**src/rtl/nlpfPkg.sv**
```systemverilog
package nlpfPkg;

  typedef enum logic [1:0] {
    PF_IDLE   = 2'd0,
    PF_LOOKUP = 2'd1,
    PF_REFILL = 2'd2
  } pfState_e;

  typedef struct packed {
    logic loadAddr;   // capture next-line address of current request
    logic retire;     // prefetch finished, clear the held address
  } pfStrobes_t;

endpackage

```
**src/rtl/nlpfDatapath.sv**
```systemverilog
module nlpfDatapath
  import nlpfPkg::*;
#(
  parameter int ADDR_W     = 32,
  parameter int LINE_BYTES = 32,
  parameter int PAGE_BYTES = 4096
) (
  input  logic              clk,
  input  logic              rstN,
  input  logic [ADDR_W-1:0] reqAddr,
  input  pfStrobes_t        strobes,
  output logic              crossPage,
  output logic [ADDR_W-1:0] pfAddr
);

  localparam int LINE_LSB = $clog2(LINE_BYTES);
  localparam int PAGE_LSB = $clog2(PAGE_BYTES);
  localparam logic [ADDR_W-1:0] LINE_INC  = ADDR_W'(LINE_BYTES);
  localparam logic [ADDR_W-1:0] LINE_MASK = ~(LINE_INC - 1'b1);

  logic [ADDR_W-1:0] lineBase;
  logic [ADDR_W-1:0] nextAddr;
  logic [ADDR_W-1:0] addrQ;

  always_comb begin
    lineBase  = reqAddr & LINE_MASK;
    nextAddr  = lineBase + LINE_INC;
    crossPage = nextAddr[ADDR_W-1:PAGE_LSB] != reqAddr[ADDR_W-1:PAGE_LSB];
  end

  always_ff @(posedge clk or negedge rstN) begin
    if (!rstN) begin
      addrQ <= '0;
    end else if (strobes.loadAddr) begin
      addrQ <= nextAddr;
    end else if (strobes.retire) begin
      addrQ <= '0;
    end
  end

  assign pfAddr = addrQ;

  // a captured prefetch address always lies in the page of its trigger
  p_same_page_r6: assert property (@(posedge clk) disable iff (!rstN)
    strobes.loadAddr |=> pfAddr[ADDR_W-1:PAGE_LSB] == $past(reqAddr[ADDR_W-1:PAGE_LSB]))
    else $error("prefetch address left the trigger page");

  // captured address is line aligned and strictly above the trigger
  p_line_aligned_r2: assert property (@(posedge clk) disable iff (!rstN)
    strobes.loadAddr |=> (pfAddr[LINE_LSB-1:0] == '0) && (pfAddr > $past(reqAddr)))
    else $error("prefetch address not the following line");

endmodule

```
**src/rtl/nlpfControl.sv**
```systemverilog
module nlpfControl
  import nlpfPkg::*;
(
  input  logic       clk,
  input  logic       rstN,
  input  logic       reqValid,
  input  logic       reqIsRead,
  input  logic       reqCacheable,
  input  logic       reqIsInstr,
  input  logic       instrPfEn,
  input  logic       dataPfEn,
  input  logic       crossPage,
  input  logic       lkDone,
  input  logic       lkHit,
  input  logic       refillReady,
  output logic       lkValid,
  output logic       refillValid,
  output pfStrobes_t strobes
);

  pfState_e state, stateNext;
  logic kindEnabled;
  logic trigger;

  always_comb begin
    kindEnabled = reqIsInstr ? instrPfEn : dataPfEn;
    trigger     = reqValid && reqIsRead && reqCacheable && kindEnabled && !crossPage;
  end

  always_comb begin
    stateNext        = state;
    strobes.loadAddr = 1'b0;
    strobes.retire   = 1'b0;
    unique case (state)
      PF_IDLE: begin
        if (trigger) begin
          stateNext        = PF_LOOKUP;
          strobes.loadAddr = 1'b1;
        end
      end
      PF_LOOKUP: begin
        if (lkDone) begin
          if (lkHit) begin
            stateNext      = PF_IDLE;
            strobes.retire = 1'b1;
          end else begin
            stateNext = PF_REFILL;
          end
        end
      end
      PF_REFILL: begin
        if (refillReady) begin
          stateNext      = PF_IDLE;
          strobes.retire = 1'b1;
        end
      end
      default: stateNext = PF_IDLE;
    endcase
  end

  always_ff @(posedge clk or negedge rstN) begin
    if (!rstN) state <= PF_IDLE;
    else       state <= stateNext;
  end

  assign lkValid     = (state == PF_LOOKUP);
  assign refillValid = (state == PF_REFILL);

  // writes and non-cacheable reads never start a lookup
  p_filter_r5: assert property (@(posedge clk) disable iff (!rstN)
    (!lkValid && !refillValid && reqValid && (!reqIsRead || !reqCacheable)) |=> !lkValid)
    else $error("lookup from filtered request");

  // a disabled request kind never starts a lookup
  p_enable_r4: assert property (@(posedge clk) disable iff (!rstN)
    (!lkValid && !refillValid && reqValid &&
     ((reqIsInstr && !instrPfEn) || (!reqIsInstr && !dataPfEn))) |=> !lkValid)
    else $error("lookup with kind disabled");

  // a hit ends the prefetch without a refill
  p_hit_no_refill_r8: assert property (@(posedge clk) disable iff (!rstN)
    (lkValid && lkDone && lkHit) |=> (!refillValid && !lkValid))
    else $error("refill after hit");

  // a miss leads to a refill request on the next edge
  p_miss_refill_r7: assert property (@(posedge clk) disable iff (!rstN)
    (lkValid && lkDone && !lkHit) |=> refillValid)
    else $error("no refill after miss");

  // refill request held until accepted
  p_refill_hold_r7: assert property (@(posedge clk) disable iff (!rstN)
    (refillValid && !refillReady) |=> refillValid)
    else $error("refill dropped before ready");

  // a pending lookup is held until the result arrives
  p_lookup_hold_r9: assert property (@(posedge clk) disable iff (!rstN)
    (lkValid && !lkDone) |=> lkValid)
    else $error("lookup dropped before done");

  // never both handshakes at once
  p_single_r9: assert property (@(posedge clk) disable iff (!rstN)
    !(lkValid && refillValid))
    else $error("lookup and refill together");

endmodule

```
**src/rtl/nlPrefetchUnit.sv**
```systemverilog
module nlPrefetchUnit
  import nlpfPkg::*;
#(
  parameter int ADDR_W     = 32,
  parameter int LINE_BYTES = 32,
  parameter int PAGE_BYTES = 4096
) (
  input  logic              clk,
  input  logic              rstN,
  input  logic              reqValid,
  input  logic [ADDR_W-1:0] reqAddr,
  input  logic              reqIsRead,
  input  logic              reqCacheable,
  input  logic              reqIsInstr,
  input  logic              instrPfEn,
  input  logic              dataPfEn,
  output logic              lkValid,
  output logic [ADDR_W-1:0] lkAddr,
  input  logic              lkDone,
  input  logic              lkHit,
  output logic              refillValid,
  output logic [ADDR_W-1:0] refillAddr,
  input  logic              refillReady
);

  pfStrobes_t        strobes;
  logic              crossPage;
  logic [ADDR_W-1:0] pfAddr;

  nlpfControl uCtrl (
    .clk          (clk),
    .rstN         (rstN),
    .reqValid     (reqValid),
    .reqIsRead    (reqIsRead),
    .reqCacheable (reqCacheable),
    .reqIsInstr   (reqIsInstr),
    .instrPfEn    (instrPfEn),
    .dataPfEn     (dataPfEn),
    .crossPage    (crossPage),
    .lkDone       (lkDone),
    .lkHit        (lkHit),
    .refillReady  (refillReady),
    .lkValid      (lkValid),
    .refillValid  (refillValid),
    .strobes      (strobes)
  );

  nlpfDatapath #(
    .ADDR_W     (ADDR_W),
    .LINE_BYTES (LINE_BYTES),
    .PAGE_BYTES (PAGE_BYTES)
  ) uPath (
    .clk       (clk),
    .rstN      (rstN),
    .reqAddr   (reqAddr),
    .strobes   (strobes),
    .crossPage (crossPage),
    .pfAddr    (pfAddr)
  );

  assign lkAddr     = pfAddr;
  assign refillAddr = pfAddr;

  // address presented to the tag array stays put while waiting
  p_addr_stable_r9: assert property (@(posedge clk) disable iff (!rstN)
    (lkValid && !lkDone) |=> $stable(lkAddr))
    else $error("lookup address moved");

  // refill targets the line that was looked up
  p_refill_addr_r7: assert property (@(posedge clk) disable iff (!rstN)
    (lkValid && lkDone && !lkHit) |=> refillAddr == $past(lkAddr))
    else $error("refill address differs from lookup");

endmodule

```
**config.mk**
```make
export PLATFORM = sky130hd
export DESIGN_NAME = nlPrefetchUnit
export DESIGN_NICKNAME = d
export VERILOG_FILES = /design/src/rtl/nlpfPkg.sv /design/src/rtl/nlpfDatapath.sv /design/src/rtl/nlpfControl.sv /design/src/rtl/nlPrefetchUnit.sv
export SDC_FILE = /design/constraint.sdc
export NUM_CORES = 1
export LEC_CHECK = 0
export CORE_MARGIN = 5
export CORE_UTILIZATION = 34
export DETAILED_ROUTE_END_ITERATION = 8
export PLACE_DENSITY = 0.76
export SETUP_SLACK_MARGIN = 0.4
export SLEW_MARGIN = 20
export SYNTH_ARGS = -nofsm -noshare
export SYNTH_HDL_FRONTEND = slang
export SYNTH_SLANG_ARGS = --single-unit
```
**constraint.sdc**
```tcl
create_clock -name clk -period 1.8 [get_ports clk]
set_clock_uncertainty 0.2 [all_clocks]
set_input_delay 0.36 -clock clk [delete_from_list [all_inputs] [get_ports clk]]
set_output_delay 0.36 -clock clk [all_outputs]
set_load 0.01 [all_outputs]
```
==> results of run 1 <==
[metrics by stage]
step                  util  setup WS [ns]  setup TNS (ns)  cell area [um2]  cells
floorplan                -        0.08984               0             2021    215
global placement    0.5697        -0.3948          -10.40             2947    366
detailed placement  0.5697        -0.4658          -11.89             2947    366
CTS                 0.6347         0.1455               0             3283    410
global route        0.6766        0.05292               0             3500    426
finish              0.6766         0.1035               0             3500    426
[synth_stat cells, drive strengths merged]
cell type   n
and3        3
and2        2
nor3        1
and4        1
nand3      24
o22a        1
a21oi      17
o211ai      1
o31ai       3
nor2        6
dfrtp      29
inv         4
ha          4
a32o        1
nand4       5
conb        1
xor2        5
nand2b      1
mux2i       2
or2         1
xnor2       4
nand2      29
o21ai      15
buf        45
o22ai       1
[logic make-up after synthesis]
kind of cell / synth area share
flops: 0.3959
other cells: 0.002046
fa+ha+maj: 0.02730
mux: 0.01092
buf+inv: 0.1945
compound gates: 0.1352
simple gates: 0.1911
xor+xnor: 0.04300
[worst max path at each step]
stage / startpoint / to / slack, ns / depth (start not counted)
after global placement: reqAddr[5] / uPath.pfAddr[22] / -0.39 / 8
after detailed placement: reqAddr[5] / uPath.pfAddr[27] / -0.47 / 8
after CTS: uCtrl.state[1] / uPath.pfAddr[13] / 0.15 / 7
after global routing: uCtrl.state[0] / uPath.pfAddr[17] / 0.05 / 6
final: uCtrl.state[0] / uPath.pfAddr[17] / 0.10 / 6
after floorplan: reqAddr[5] / uPath.pfAddr[25] / 0.09 / 8
[area by class of cell]
type,instances,share of cell area
flip-flops and latches,29,0.2077
repair buffers,177,0.4101
well taps,70,0.02503
multi-input cells,138,0.3132
clock inverters,3,0.01859
clock buffers,5,0.01966
inverters,4,0.005720
[report_power, final]
part | switching [uW] | total (uW) | leakage, uW | internal (uW)
Combinational | 1250 | 2860 | 0.00128 | 1610
Sequential | 255 | 1220 | 0.000361 | 963
Clock | 266 | 816 | 0.0000681 | 550
[layer usage]
layer | share of wire | wire, um | track usage
met1 | 0.39 | 2576 | 0.2052
met2 | 0.51 | 3369 | 0.3120
met3 | 0.076 | 503 | 0.06634
met4 | 0.023 | 153 | 0.06287
met5 | 0 | 0 | 0
[sequential cells by signal, indices dropped and copies added (netlist names)]
name          count
uPath.pfAddr     27
uCtrl.state       2
[timing repair]
action                                  in CTS  in global routing
pin swaps                                   43                 28
setup buffers                               33                 16
gates resized for setup                    301                 25
endpoints found under the setup margin      85                 79
cloned                                       3                  0
==> qor.csv, run 1 <==
metric,value,unit
ys_warn_count,0,
drc,0,
setup_viol,0,
synth_cell_types,32,
hold_end,uPath.pfAddr[5],
area_growth,90.92,%
timing.hold.ws,0.06374,ns
pin_count,109,
cts_max_level,2,
critPathRequiredTime,1.81,ns
via_count,1997,
overflow,0,
hold_violations,0,
clk-insertion-delay-late,0.28,ns
regToRegSetupSlack,0.10,ns
fillers,415,
grt_antenna_before_repair,0,
netlist_area,1833,um2
cp-start-kind,flop,
reg2reg_from,uCtrl.state[0],
maxCapViolCount,0,
synth-seq-area-share,0.3959,
grt_pass1_wl,10360,um
hp-class,primary input to flop,
dieArea,6960,um2
avgSynthCellArea,8.898,um2
critPathKind,flop to flop,
crit_path_max_incr_delay,0.45,ns
most-common-layout-cells,"buf_4, buf_2, dfrtp_1",
ant_nets,0,
synthCells,206,
die_height,83.43,um
cts_tree,yes,
p_per_area,1398,nW/um2
placementRows,26,
clk_path_buf_depth,2,
rsz0062_at_grt,yes,
yosysTopAreaCellShare,0.3959,
cts_sinks,29,
r2r_end,uPath.pfAddr[17],
cts_inserted_buffers,5,
clockRootBuffer,clkbuf_8,
cpMaxStageDelayCell,dfrtp_2,
slew_viol_final,0,
cpLargestDelayFamily,flip-flops,
worst_setup_path_end_kind,flop,
drtPass1Iterations,4,
p_leak,0.001709,uW
cts_hold_buf,0,
coreArea,5172,um2
grt_pass1_vias,2147,
viasPerCell,4.688,
path_clk_slew,0.07,ns
route.detailed.wl_per_inst,15.50,um
ff2ff_path_depth,6,
layout-drive-gt1-share,0.6096,
post-route-min-period,1.697,ns
worst-path-buf-inv,1,
outcome,"complete, no violations",
ys_seq_elements,29,
finish.net_count,402,
power,4892,uW
max_freq,589.4,MHz
drtIter0Drc,63,
start_util,0.3544,
hpwl,4246,um
final_common_cell,buf_4,
crit_chain,ha_4 -> a32o_2 -> nand2_4 -> buf_6 -> nand3_2 -> o21ai_1,
diodes,0,
grt_usage,0.1808,
die_x,83.43,um
max-vdd-ir-drop,0.7258,mV
io_buffers,93,
seqCellArea,726.9,um2
hold_start,reqAddr[5],
cp_max_fo,5,
wl,6601,um
finalCritPeriodShare,0.9425,
multi_input_area,1096,um2
gp_congestion,0.7277,
holdPathStages,2,
yosysTopAreaCell,dfrtp_1,
synth.area.top_cells,"dfrtp_1, buf_4, nand3_1",
worstPathArrival,1.70,ns
grt_max_degree,30,
Power figures use the tool's default switching activity.
==> inputs of run 2 (changes only) <==
CORE_MARGIN = not set   (was 5)
==> run 2 against run 1 <==
  * Via count increased by 2.7%
  * Global-route usage increased by 4.7 points
  * Clock power decreased by 36%
  * Sequential power about the same
  * Critical path depth decreased by 1
  * Final cell count increased by 1.4%
  * Hold slack improved by 0.088 ns
  * Sequential cell count unchanged
  * Sequential share of layout area decreased by 0.81 points
  * Critical path type is now primary input to flop
  * Largest cell class unchanged
  * Highest routed layer is now met5
==> qor.csv, run 2 (synthesized netlist as in run 1, its figures left out) <==
metric,value,unit
outcome,"complete, no violations",
cts_tree,yes,
coreArea,5140,um2
hold_start,reqAddr[5],
layout-drive-gt1-share,0.6243,
max-vdd-ir-drop,0.7597,mV
place_inst,368,
wl,6628,um
path_clk_slew,0.06,ns
post-route-util,0.7072,
largest_reg_flops,27,
post-place-ws,-0.4643,ns
instances_no_fill,432,
start_util,0.3566,
critPathKind,primary input to flop,
placed_cell_area,2987,um2
grt_pass1_vias,2004,
most-common-layout-cells,"buf_4, buf_2, dfrtp_1",
grt_antenna_before_repair,1,
route.met2.wl,3460,um
die_height,75.43,um
fillers,387,
hpwl,3760,um
wl_met1,2665,um
post-route-min-period,1.681,ns
finalCritPeriodShare,0.9336,
grt_usage,0.2277,
cts_sinks,29,
p_leak,0.001777,uW
clk_path_buf_depth,2,
startpoint,reqAddr[21],
pin_count,109,
critPathRequiredTime,1.76,ns
cts_hold_buf,0,
overflow,0,
viasPerCell,4.745,
routed.top_layer,met5,
drtPass1Iterations,4,
p_per_area,1260,nW/um2
cts_inserted_buffers,5,
reg2reg_from,uCtrl.state[0],
die_x,75.43,um
grt_max_degree,30,
timing.hold.ws,0.1516,ns
gp_congestion,0.8281,
io_buffers,93,
max_freq,595.1,MHz
cp_max_fo,3,
hold_violations,0,
route.detailed.wl_per_inst,15.34,um
grt_pass1_wl,9542,um
cts_max_level,2,
setup_viol,0,
clk-insertion-delay-late,0.28,ns
ant_nets,0,
maxCapViolCount,0,
placementRows,26,
dieArea,5689,um2
drc,0,
rsz0062_at_grt,yes,
slew_viol_final,0,
hp-class,primary input to flop,
drtIter0Drc,81,
via_count,2050,
worst_setup_path_end_kind,flop,
layout_setup_ws,0.1195,ns
clockRootBuffer,clkbuf_8,
final_common_cell,buf_4,
worstPathArrival,1.64,ns
final_area,3635,um2
diodes,0,
cp-start-kind,primary input,
wl_met3,387,um
finish.net_count,408,
area_growth,98.29,%
-- run 2: repair_timing --
action | in CTS | in global routing
resized for setup | 304 | 38
pin swaps | 21 | 27
gates cloned | 4 | 1
setup endpoints to repair | 85 | 74
setup buffers | 39 | 12
-- run 2: final cells by class --
| cell class | instances | area, um2 | share of cell area |
|---|---|---|---|
| Timing Repair Buffer | 184 | 1599 | 0.4399 |
| Multi-Input combinational cell | 137 | 1122 | 0.3088 |
| Sequential cell | 29 | 725.7 | 0.1997 |
| Tap cell | 70 | 87.58 | 0.02410 |
| Clock buffer | 6 | 72.57 | 0.01997 |
| Inverter | 4 | 17.52 | 0.004819 |
| Clock inverter | 2 | 10.01 | 0.002754 |
-- run 2: stage by stage --
| stage | total power (uW) | setup TNS [ns] |
|---|---|---|
| 6_report | 4579 | 0 |
| 5_1_grt | 4866 | 0 |
| 3_5_place_dp | 3597 | -11.60 |
| 3_3_place_gp | 3540 | -10.59 |
| 2_1_floorplan | 2513 | 0 |
| 4_1_cts | 4062 | 0 |
-- run 2: report_power, final --
| group | internal, uW | leakage (uW) | switching [uW] |
|---|---|---|---|
| registers | 961 | 0.000363 | 247 |
| clock network | 267 | 0.0000450 | 251 |
| logic | 1600 | 0.00137 | 1260 |
| total | 2830 | 0.00178 | 1750 |
-- run 2: final timing paths --
path                       slack (ns)               end  depth (start not counted)
setup reg to reg                 0.12  uPath.pfAddr[11]                          7
max in group asynchronous        0.84  uPath.pfAddr[24]                          2
min in group asynchronous        0.27  uPath.pfAddr[10]                          2
hold / removal                   0.15   uPath.pfAddr[5]                          3
hold reg to reg                  0.34  uPath.pfAddr[12]                          2
setup / recovery                 0.12  uPath.pfAddr[27]                          5
-- run 2: metal layers --
metal  GRT usage  vias up
met5           0        -
met4     0.08025        2
met3     0.04365       14
met2      0.4018       85
met1      0.2773      975
li1            -      974
-- run 2: critical path, cell delays in order --
cell	delay, ns
clkdlybuf4s50_1	0.47
and3_1	0.23
nand3_2	0.16
o31ai_2	0.33
a21oi_2	0.09
==> inputs of run 3 (changes only) <==
PLACE_DENSITY = 0.79   (was 0.76)
==> run 3 against run 2 <==
  * Sequential cell count is the same
  * Routed wire length grew 4.7%
  * Combinational power grew 4%
  * Critical endpoint is now uPath.pfAddr[5]
  * Critical path type is now flop to flop
==> qor.csv, run 3 (synthesized netlist as in run 1, its figures left out) <==
metric,value,unit
outcome,"complete, no violations",
grt_pass1_vias,2080,
drc,0,
cts_tree,yes,
die_x,75.43,um
ant_nets,0,
grt_usage,0.2326,
power,4725,uW
cts_sinks,29,
cts_hold_buf,0,
largest_reg_flops,27,
cp-start-kind,flop,
hold_violations,0,
layout-drive-gt1-share,0.6134,
pin_count,109,
coreArea,5140,um2
cpLargestDelayFamily,flip-flops,
overflow,0,
crit_path_max_incr_delay,0.39,ns
pwr-share-seq,0.260,
clk-insertion-delay-late,0.28,ns
switching_share,0.3883,
multi_input_area,1096,um2
max_freq,594.8,MHz
viasPerCell,4.862,
io_buffers,93,
finish.net_count,403,
p_leak,0.001726,uW
finalCritPeriodShare,0.9341,
p_clk_frac,0.112,
maxCapViolCount,0,
clockRootBuffer,clkbuf_8,
p_per_area,1346,nW/um2
setup_viol,0,
max-vdd-ir-drop,0.7048,mV
drtIter0Drc,36,
placementRows,26,
fillers,403,
via_count,2076,
cpMaxStageDelayCell,dfrtp_1,
route.detailed.wl_per_inst,16.25,um
slew_viol_final,0,
hpwl,3870,um
start_util,0.3566,
grt_max_degree,30,
wl,6939,um
gp_congestion,0.8587,
area_growth,91.54,%
instances_no_fill,427,
post-route-min-period,1.681,ns
critPathRequiredTime,1.81,ns
place_inst,368,
worstPathArrival,1.69,ns
worst_setup_path_end_kind,flop,
tns,0,ns
drtPass1Iterations,4,
cts_max_level,2,
diodes,0,
dieArea,5689,um2
die_height,75.43,um
crit_chain,inv_2 -> ha_4 -> a32o_2 -> nand2_4 -> buf_6 -> nand3_2 -> o21ai_1,
grt_pass1_wl,9756,um
hp-class,primary input to flop,
most-common-layout-cells,"buf_4, buf_2, dfrtp_1",
critPathKind,flop to flop,
worst-path-buf-inv,2,
p_int,2890,uW
path_clk_slew,0.07,ns
rsz0062_at_grt,yes,
cts_inserted_buffers,5,
p_comb_frac,0.629,
clk_path_buf_depth,2,
timing.hold.ws,0.1439,ns
switchingPower,1835,uW
final_common_cell,buf_4,
grt_antenna_before_repair,0,
seqCellArea,725.7,um2
cp_max_fo,5,
[run 3: changes by cell type in the layout (fill, tap and decap cells not counted), sizes merged]
cell | before | now
buf | 150 | 143
clkdlybuf4s50 | 18 | 16
dlygate4sd2 | 10 | 12
dlymetal6s2s | 1 | 3
clkdlybuf4s15 | 2 | 1
nand2 | 29 | 30
[run 3: through the flow]
step	cell area, um2	utilization	setup WS (ns)
6_report	3511	0.6831	0.1187
5_1_grt	3511	0.6831	0.07537
4_1_cts	3207	0.6239	0.1571
3_5_place_dp	2987	0.5811	-0.4727
3_3_place_gp	2987	0.5811	-0.3891
2_1_floorplan	2021	-	0.08984
[run 3: repair_timing]
action	4_1_cts	5_1_grt
endpoints found under the setup margin	85	79
gates cloned	4	0
pin swaps	31	32
resized for setup	281	54
endpoints found under the hold margin	0	0
buffers inserted	32	15
[run 3: layer usage]
metal / wire [um] / up-vias / track usage
met1: 2620 / 1000 / 0.2657
li1: - / 959 / -
met2: 3637 / 95 / 0.4256
met5: 0 / - / 0
met4: 216 / 0 / 0.08025
met3: 464 / 22 / 0.05423
[run 3: cell type report]
type / instances / share of cell area
multi-input combinational: 138 / 0.3122
tap: 70 / 0.02495
clock buffer: 6 / 0.02067
clock inverter: 2 / 0.002851
sequential: 29 / 0.2067
inverter: 4 / 0.004989
timing repair buffer: 178 / 0.4277
[run 3: power by group through the flow]
stage	Combinational [uW]	Clock, uW	Sequential, uW
2_1_floorplan	1160	0	1360
3_3_place_gp	2270	0	1260
3_5_place_dp	2320	0	1270
4_1_cts	2350	528	1190
5_1_grt	3190	564	1260
6_report	2970	528	1230
[run 3: final timing paths]
kind	start	cells past startpoint	end	slack, ns
min in group asynchronous	rstN	2	uPath.pfAddr[17]	0.26
min reg2reg	uPath.pfAddr[14]	2	uPath.pfAddr[14]	0.34
max in group asynchronous	rstN	2	uPath.pfAddr[21]	0.86
min	reqAddr[5]	2	uPath.pfAddr[5]	0.14
max reg2reg	uCtrl.state[1]	7	uPath.pfAddr[5]	0.12
max	uCtrl.state[1]	7	uPath.pfAddr[5]	0.12
[run 3: worst reg2reg max path, cell delays in order (launching register included)]
cell,delay (ns)
dfrtp_1,0.39
inv_2,0.09
ha_4,0.18
a32o_2,0.29
nand2_4,0.14
buf_6,0.15
nand3_2,0.06
o21ai_1,0.10
